**config.mk**
```make
export PLATFORM = sky130hd
export DESIGN_NAME = dbell_regblk
export DESIGN_NICKNAME = d
export VERILOG_FILES = /design/src/rtl/dbell_pkg.sv /design/src/rtl/dbell_decode.sv /design/src/rtl/dbell_irq_core.sv /design/src/rtl/dbell_ident.sv /design/src/rtl/dbell_regblk.sv
export SDC_FILE = /design/constraint.sdc
export NUM_CORES = 1
export LEC_CHECK = 0
export ABC_AREA = 1
export BUFFER_PORTS_ARGS = -buffer_cell sky130_fd_sc_hd__buf_4
export CAP_MARGIN = 20
export CORE_ASPECT_RATIO = 2
export CORE_MARGIN = 3
export CORE_UTILIZATION = 42
export DETAILED_ROUTE_END_ITERATION = 6
export GPL_ROUTABILITY_DRIVEN = 0
export PLACE_DENSITY = 0.86
export SLEW_MARGIN = 10
export SYNTH_ARGS = -nofsm -noshare
export SYNTH_HDL_FRONTEND = slang
export SYNTH_SLANG_ARGS = --single-unit
```
**constraint.sdc**
```tcl
create_clock -name clk -period 0.8 [get_ports clk]
set_input_delay 0.08 -clock clk [delete_from_list [all_inputs] [get_ports clk]]
set_output_delay 0.08 -clock clk [all_outputs]
set_load 0.01 [all_outputs]
```
**src/rtl/dbell_pkg.sv**
```systemverilog
package dbell_pkg;
   localparam int REG_W = 32;
   localparam int ID_W  = 16;

   typedef enum logic [1:0] {
      SLOT_EN   = 2'd0,
      SLOT_FLAG = 2'd1,
      SLOT_IDN  = 2'd2,
      SLOT_RING = 2'd3
   } slot_e;

   typedef struct packed {
      logic rd_any;
      logic rd_en;
      logic rd_flag;
      logic rd_idn;
      logic wr_en;
      logic wr_flag;
      logic wr_ring;
   } acc_t;
endpackage

```
**src/rtl/dbell_decode.sv**
```systemverilog
module dbell_decode
   import dbell_pkg::*;
#(
   parameter int ADDR_W = 8
) (
   input  logic              req,
   input  logic              wr,
   input  logic [ADDR_W-1:0] addr,
   output acc_t              acc
);
   logic  hit;
   slot_e slot;

   always_comb begin
      hit  = (addr[ADDR_W-1:4] == '0) && (addr[1:0] == 2'b00);
      slot = slot_e'(addr[3:2]);
      acc  = '0;
      acc.rd_any  = req && !wr;
      acc.rd_en   = req && !wr && hit && (slot == SLOT_EN);
      acc.rd_flag = req && !wr && hit && (slot == SLOT_FLAG);
      acc.rd_idn  = req && !wr && hit && (slot == SLOT_IDN);
      acc.wr_en   = req && wr  && hit && (slot == SLOT_EN);
      acc.wr_flag = req && wr  && hit && (slot == SLOT_FLAG);
      acc.wr_ring = req && wr  && hit && (slot == SLOT_RING);
   end
endmodule

```
**src/rtl/dbell_irq_core.sv**
```systemverilog
module dbell_irq_core
   import dbell_pkg::*;
#(
   parameter int REV     = 0,
   parameter bit MSG_IRQ = 1'b0,
   parameter bit IRQ_CFG = 1'b1,
   parameter int NUM_VEC = 4,
   localparam int VEC_W  = (NUM_VEC > 1) ? $clog2(NUM_VEC) : 1
) (
   input  logic               clk,
   input  logic               rst_n,
   input  acc_t               acc,
   input  logic               wbit0,
   input  logic               peer_evt,
   input  logic [VEC_W-1:0]   peer_vec,
   output logic               en_bit,
   output logic               flag_bit,
   output logic               intx_o,
   output logic [NUM_VEC-1:0] vec_pulse
);
   localparam bit LEGACY_IRQ = (REV == 0) && !MSG_IRQ && IRQ_CFG;
   localparam bit VECTOR_IRQ = IRQ_CFG && !LEGACY_IRQ;

   generate
      if (REV == 0) begin : g_bits
         logic en_q, flag_q;
         always_ff @(posedge clk or negedge rst_n) begin
            if (!rst_n) begin
               en_q   <= 1'b0;
               flag_q <= 1'b0;
            end else begin
               if (acc.wr_en) en_q <= wbit0;
               if (LEGACY_IRQ && peer_evt) flag_q <= 1'b1;
               else if (acc.wr_flag)       flag_q <= wbit0;
               else if (acc.rd_flag)       flag_q <= 1'b0;
            end
         end
         assign en_bit   = en_q;
         assign flag_bit = flag_q;


         legacy_evt_keeps_chk: assert property (@(posedge clk) disable iff (!rst_n)
            (LEGACY_IRQ && peer_evt) |=> flag_q);

         flag_read_clears_chk: assert property (@(posedge clk) disable iff (!rst_n)
            (acc.rd_flag && !peer_evt) |=> !flag_q);
      end else begin : g_reserved
         assign en_bit   = 1'b0;
         assign flag_bit = 1'b0;
      end

      if (LEGACY_IRQ) begin : g_intx
         assign intx_o = en_bit & flag_bit;
      end else begin : g_no_intx
         assign intx_o = 1'b0;
      end

      if (VECTOR_IRQ) begin : g_vec
         logic [NUM_VEC-1:0] pulse_q;
         always_ff @(posedge clk or negedge rst_n) begin
            if (!rst_n)        pulse_q <= '0;
            else if (peer_evt) pulse_q <= NUM_VEC'(1) << peer_vec;
            else               pulse_q <= '0;
         end
         assign vec_pulse = pulse_q;


         vec_quiet_chk: assert property (@(posedge clk) disable iff (!rst_n)
            !peer_evt |=> (vec_pulse == '0));
      end else begin : g_no_vec
         assign vec_pulse = '0;
      end
   endgenerate
endmodule

```
**src/rtl/dbell_ident.sv**
```systemverilog
module dbell_ident
   import dbell_pkg::*;
#(
   parameter bit IRQ_CFG = 1'b1
) (
   input  logic             clk,
   input  logic             rst_n,
   input  logic             id_set,
   input  logic [ID_W-1:0]  id_val,
   output logic [REG_W-1:0] id_word
);
   generate
      if (IRQ_CFG) begin : g_assigned
         logic            known_q;
         logic [ID_W-1:0] id_q;
         always_ff @(posedge clk or negedge rst_n) begin
            if (!rst_n) begin
               known_q <= 1'b0;
               id_q    <= '0;
            end else if (id_set) begin
               known_q <= 1'b1;
               id_q    <= id_val;
            end
         end
         assign id_word = known_q ? REG_W'(id_q) : '1;


         id_known_cause_chk: assert property (@(posedge clk) disable iff (!rst_n)
            $rose(known_q) |-> $past(id_set));
      end else begin : g_none
         assign id_word = '0;
      end
   endgenerate
endmodule

```
**src/rtl/dbell_regblk.sv**
```systemverilog
module dbell_regblk
   import dbell_pkg::*;
#(
   parameter int REV     = 0,
   parameter bit MSG_IRQ = 1'b0,
   parameter bit IRQ_CFG = 1'b1,
   parameter int NUM_VEC = 4,
   parameter int ADDR_W  = 8,
   localparam int VEC_W  = (NUM_VEC > 1) ? $clog2(NUM_VEC) : 1
) (
   input  logic               clk,
   input  logic               rst_n,
   input  logic               bus_req,
   input  logic               bus_wr,
   input  logic [ADDR_W-1:0]  bus_addr,
   input  logic [REG_W-1:0]   bus_wdata,
   output logic [REG_W-1:0]   bus_rdata,
   output logic               bus_rvalid,
   input  logic               peer_evt,
   input  logic [VEC_W-1:0]   peer_vec,
   input  logic               id_set,
   input  logic [ID_W-1:0]    id_val,
   output logic               intx_o,
   output logic [NUM_VEC-1:0] vec_pulse,
   output logic               db_fire,
   output logic [ID_W-1:0]    db_peer,
   output logic [ID_W-1:0]    db_vec
);
   generate
      if (REV < 0 || REV > 1) begin : g_bad_rev
         $error("REV must be 0 or 1");
      end
      if (ADDR_W < 4) begin : g_bad_addr
         $error("ADDR_W must cover four word slots");
      end
      if (NUM_VEC < 2 || NUM_VEC != (1 << VEC_W)) begin : g_bad_vec
         $error("NUM_VEC must be a power of two, at least 2");
      end
   endgenerate

   acc_t             acc;
   logic             en_bit, flag_bit;
   logic [REG_W-1:0] id_word;
   logic [REG_W-1:0] rd_next;

   dbell_decode #(.ADDR_W(ADDR_W)) u_dec (
      .req  (bus_req),
      .wr   (bus_wr),
      .addr (bus_addr),
      .acc  (acc)
   );

   dbell_irq_core #(
      .REV(REV), .MSG_IRQ(MSG_IRQ), .IRQ_CFG(IRQ_CFG), .NUM_VEC(NUM_VEC)
   ) u_irq (
      .clk       (clk),
      .rst_n     (rst_n),
      .acc       (acc),
      .wbit0     (bus_wdata[0]),
      .peer_evt  (peer_evt),
      .peer_vec  (peer_vec),
      .en_bit    (en_bit),
      .flag_bit  (flag_bit),
      .intx_o    (intx_o),
      .vec_pulse (vec_pulse)
   );

   dbell_ident #(.IRQ_CFG(IRQ_CFG)) u_id (
      .clk     (clk),
      .rst_n   (rst_n),
      .id_set  (id_set),
      .id_val  (id_val),
      .id_word (id_word)
   );

   always_comb begin
      rd_next = '0;
      if (acc.rd_en)   rd_next = REG_W'(en_bit);
      if (acc.rd_flag) rd_next = REG_W'(flag_bit);
      if (acc.rd_idn)  rd_next = id_word;
   end

   always_ff @(posedge clk or negedge rst_n) begin
      if (!rst_n) begin
         bus_rvalid <= 1'b0;
         bus_rdata  <= '0;
         db_fire    <= 1'b0;
         db_peer    <= '0;
         db_vec     <= '0;
      end else begin
         bus_rvalid <= acc.rd_any;
         bus_rdata  <= acc.rd_any ? rd_next : '0;
         db_fire    <= acc.wr_ring;
         if (acc.wr_ring) begin
            db_peer <= bus_wdata[31:16];
            db_vec  <= bus_wdata[15:0];
         end
      end
   end


   rvalid_cause_chk: assert property (@(posedge clk) disable iff (!rst_n)
      bus_rvalid |-> $past(bus_req && !bus_wr));

   db_fire_cause_chk: assert property (@(posedge clk) disable iff (!rst_n)
      db_fire |-> $past(bus_req && bus_wr));

   intx_mode_chk: assert property (@(posedge clk) disable iff (!rst_n)
      intx_o |-> (en_bit && flag_bit));
endmodule

```
# --- Yosys cells after proc, flatten, opt, wreduce, memory -nomap -nowiden ---
# Cells that the tools add are included.
word_totals:
  regBits: 85
  latchBits: 0
  mem_bits_rw: 0
  rom_bits: 0
  inputBits: 64
  out_inout_bits: 71
  elab_cells: 37
  mem_count: 0
classes:
  add_sub_neg: 0
  n_mul: 0
  n_div: 0
  order_cmp: 0
  eq_ne: 3
  shift: 0
  n_mux: 8
  n_bitwise: 1
  reduce_logical: 16
op_table:
  columns: ["operator", "n"]
  rows:
  - ["$mux 32", 3]
  - ["$logic_and 1x1->1", 11]
  - ["$mux 1", 5]
  - ["$eq 2x2->1 const B", 2]
  - ["$logic_not 2->1", 2]
  - ["$logic_not 4->1", 1]
  - ["$reduce_bool 3->1", 1]
  - ["$eq 2x1->1 const B", 1]
  - ["$and 1x1->1", 1]
  - ["$logic_not 1->1", 1]

# --- Logic depth before layout (Yosys ltp) ---
depth:
  depth_word: 8
  depth_mapped: 7
  depth_no_buf: 6

# --- Modules after synthesis ---
# Synthesis repeated with hierarchy kept, for this count alone.
hier_totals:
  cells_unflattened: 401
  hier_area_um2: 3658.5
by_module_without_submodules:
  columns: ["mod", "n_inst", "cells_each", "area_per_inst_um2", "seq_area_each_um2"]
  rows:
  - ["dbell_regblk", 1, 243, 2512.4, 1651.6]
  - ["dbell_ident", 1, 120, 917.1, 425.4]
  - ["dbell_irq_core", 1, 17, 128.9, 50.0]
  - ["dbell_decode", 1, 21, 100.1, 0.0]

# --- Worst setup path before layout ---
# No wires, ideal clock.
synth_path:
  kind: "input port to flip-flop"
  from: "input port bus_addr[5]"
  to: "register db_peer[10]"
  setup_time_ps: 117
  arrival_ps: 803
  required_ps: 683
  path_slack_ps: -120
  stages: 7
  path_buffers: 1
  cell_sequence: "nor2_1 nand2_2 nor2_8 nand3_4 buf_6 nand2_1 nand2_1"
synth_via:
  elab_chain_cells: 4
synth_lines:
  columns: ["element", "line_no", "text"]
  rows:
  - ["start: declaration", "dbell_regblk.sv:15", "input logic [ADDR_W-1:0] bus_addr,"]
  - ["$logic_not 4->1", "dbell_decode.sv:15", "hit = (addr[ADDR_W-1:4] == '0) && (addr[1:0] == 2'b00);"]
  - ["$logic_and 1x1->1", "dbell_decode.sv:15", null]
  - ["$logic_and 1x1->1 (2 in a row)", "dbell_decode.sv:24", "acc.wr_ring = req && wr && hit && (slot == SLOT_RING);"]
  - ["end signal: assignment", "dbell_regblk.sv:95", "db_peer <= bus_wdata[31:16];"]
  - ["end: declaration", "dbell_regblk.sv:26", "output logic [ID_W-1:0] db_peer,"]
# No other way between the ends.
# A chain may end at the register's enable or synchronous reset.

# --- Worst setup path in the final report ---
layout_path:
  from: "register u_irq.g_bits.flag_q (netlist: u_irq.flag_bit)"
  to: "output port intx_o"
layout_via:
  elab_chain_cells: 1
layout_lines:
  columns: ["element", "line_no", "text"]
  rows:
  - ["start: declaration", "dbell_irq_core.sv:26", "logic en_q, flag_q;"]
  - ["start signal: assignment", "dbell_irq_core.sv:34", "else if (acc.wr_flag) flag_q <= wbit0;"]
  - ["$and 1x1->1", "dbell_irq_core.sv:53", "assign intx_o = en_bit & flag_bit;"]
  - ["end: declaration", "dbell_regblk.sv:23", "output logic intx_o,"]
# No other way between the ends.

==> metrics.txt <==
dpl ws=-0.321 ns; Pleak=~3.1 nW; Post-Route WL=around 15000 um; H-tree Lvls=3; distinct cell type count of the synthesized netlist=20; RSZ-0062 raised after global routing=true; R2R Path Start=u_irq.en_bit$_DFFE_PN0P_; IO Port Bufs=around 130; Layout area overhead=98.9%; CP max-delay cell=dfrtp_1; M1 WL=approximately 4700 um; largest net degree at the start of global routing=43; CTS Buffer Depth=2; crit-path cells=nand2_1, inv_2, buf_6; site row count=42; IO Count=135; Mapped Cells=325; WL/cell=roughly 24 um; WHS Path Cells=3; layout cells sized above 1=0.541; Critical Path RT=a little over 0.7 ns; Core ar.=6730 um^2; worst vdd ir=2180 uV; Startpoint Class=flip-flop; nets@finish=597; vias in the first global route=3149; Top Metal Used=met4; maximum clock frequency=889 MHz; status=finished, violations left; violated checks=setup timing; Critical Path Fanout Max=2; first-pass GRT wire length=15900 um; die area=8150 um^2; GRT overflow=0; crit path DAT=1.04 ns; Die Y=125 um; slack of the critical path=-0.324 ns; Initial DRT Pass Iterations=5; Clk Latency, worst-skew pair=between 0.3 and 0.4 ns; via/cell ratio=around 5.7; mapped cell area=2960 um^2; ANT cells=0; Synth Register Bits=70; CTS tree=done; Post-DP Area=3990 um^2; final hold violation count=0; max-cap viol count=0; total track usage=0.260; DR WL met2=7310 um; Hold WC Path Type=in2reg; final-report max-slew violation count=0; drt initial violations=about 500; Die Span X=about 65 um; CTS buffer count=9; Final ANT Viol Nets=0; Final Cycle Share=1.41; # DRC=0; met3 wire length=1550 um; register area share after synthesis=0.592; root buffer cell=clkbuf_16; HP Start=bus_wdata[0]; vias=3538; worst setup path start=u_irq.flag_bit$_DFFE_PN0P_; YS warnings=0; syn_area_per_cell=between 9 and 10 um^2; initial antenna violation count=0; Initial Utilization=0.440; clock-pin slew on the worst setup and hold paths=~0.060 ns; Worst setup EP type=output port; pwr dens=1590 nW/um^2; R2R depth=5; Clock Sinks=70; Final Setup Violations=120; clk_skew=0.00759 ns; minimum clock period=1.12 ns; Crit path largest cell delay=0.42 ns; dpl hpwl=approximately 5700 um; post-route cell area=~5900 um^2; crit path kind=reg2out; fill count=about 260
-- cell usage in the layout, fill, tap and decap left out, types with 2 or more instances in the layout --
cell	n
nand3_4	2
nor2_1	10
nand2_1	71
buf_4	86
dlygate4sd3_1	46
bufinv_16	2
buf_12	7
nor2_4	7
inv_1	8
nand3_2	7
clkbuf_16	14
o21ai_2	2
dfrtp_1	67
nand4_4	2
clkinv_2	2
conb_1	4
dfrtp_2	3
nand4_1	8
nor2_2	6
nand2_4	27
clkinvlp_4	2
nand2_2	32
inv_2	4
buf_6	82
nand3_1	31
-- critical path, delay by kind of cell, from the launching register on --
| kind | cells | cell delay [ns] |
|---|---|---|
| DFF | 1 | 0.42 |
| and+or+nand+nor | 1 | 0.13 |
| buffers and inverters | 2 | 0.16 |
-- state kept, by name, indices dropped and copies added, names as in the netlist --
signal	flops
bus_rvalid	1
u_id.g_assigned.id_q	16
db_fire	1
u_irq.en_bit	1
u_id.g_assigned.known_q	1
db_peer	16
db_vec	16
u_irq.flag_bit	1
bus_rdata	17
-- cells in the mapped netlist --
cell type | instances | area (um^2)
nand3_1 | 39 | 195
clkinv_1 | 1 | 3.75
nor2_1 | 22 | 82.6
nand2_1 | 129 | 484
conb_1 | 1 | 3.75
and3_1 | 1 | 6.26
inv_2 | 2 | 7.51
nand2_2 | 1 | 6.26
buf_6 | 3 | 33.8
nand4_1 | 8 | 50.1
nor2_8 | 1 | 20.0
inv_1 | 10 | 37.5
o21ai_0 | 3 | 15.0
buf_2 | 7 | 35.0
nor2_4 | 1 | 11.3
buf_4 | 23 | 173
clkbuf_1 | 1 | 3.75
nand4_4 | 1 | 21.3
dfrtp_1 | 70 | 1750
nand3_4 | 1 | 17.5
-- final timing paths --
kind	to	slack (ns)
worst max-delay path	intx_o	-0.32
worst min-delay path	u_irq.en_bit$_DFFE_PN0P_	0.05
worst max register to register	bus_rdata[0]$_DFF_PN0_	-0.20
worst min register to register	u_id.g_assigned.id_q[8]$_DFFE_PN0P_	0.48
max in group asynchronous	bus_rdata[30]$_DFF_PN0_	0.19
min in group asynchronous	db_vec[13]$_DFFE_PN0P_	0.11
-- per-stage QoR --
step / setup TNS [ns] / total power, mW / util / hold slack (ns) / std cells
3_3_place_gp: -12.42 / 4.51 / 0.593 / -0.0835 / 525
4_1_cts: -11.46 / 9.02 / 0.765 / 0.00685 / 600
6_report: -18.50 / 9.37 / 0.875 / 0.0501 / 626
3_5_place_dp: -13.82 / 4.54 / 0.593 / -0.0832 / 525
2_1_floorplan: -2.45 / 4.05 / - / -0.216 / 328
5_1_grt: -20.24 / 9.66 / 0.875 / 0.0338 / 626
-- per-layer routing --
layer / vias to the layer above / global-route usage
met2: 315 / 0.471
met5: - / 0
met1: 1692 / 0.248
met4: 0 / 0.165
met3: 109 / 0.0623
li1: 1422 / -
-- layout make-up --
cell class | count | area [um^2] | share of cell area
Timing Repair inverter | 1 | 6.26 | 0.00106
Clock inverter | 6 | 85.1 | 0.0145
Timing Repair Buffer | 226 | 2290 | 0.390
Inverter | 13 | 53.8 | 0.00914
Sequential cell | 70 | 1760 | 0.298
Tap cell | 88 | 110 | 0.0187
Clock buffer | 10 | 239 | 0.0406
Multi-Input combinational cell | 212 | 1340 | 0.228
-- cells by family (layout without fill, tap and decap cells) --
logic type,after synthesis,in the layout,share of synthesized area
AO/OA/AOI/OAI,3,3,0.00507
buffers and inverters,47,256,0.0994
flip-flops,70,70,0.592
other,1,4,0.00127
AND/OR/NAND/NOR,204,205,0.302
-- timing repair --
action / CTS / global route
cloned: 0 / 9
endpoints found under the setup margin: 84 / 115
gates resized for setup: 75 / 127
pin swaps: 3 / 21
buffers inserted: 13 / 18
hold endpoints to repair: 115 / 0
hold buffers: 46 / 0
-- power by group --
part	switching [mW]	total [mW]	internal, mW
logic	0.575	1.22	0.642
clock network	1.59	4.39	2.80
registers	0.104	3.77	3.66
Power figures use the tool's default switching activity.
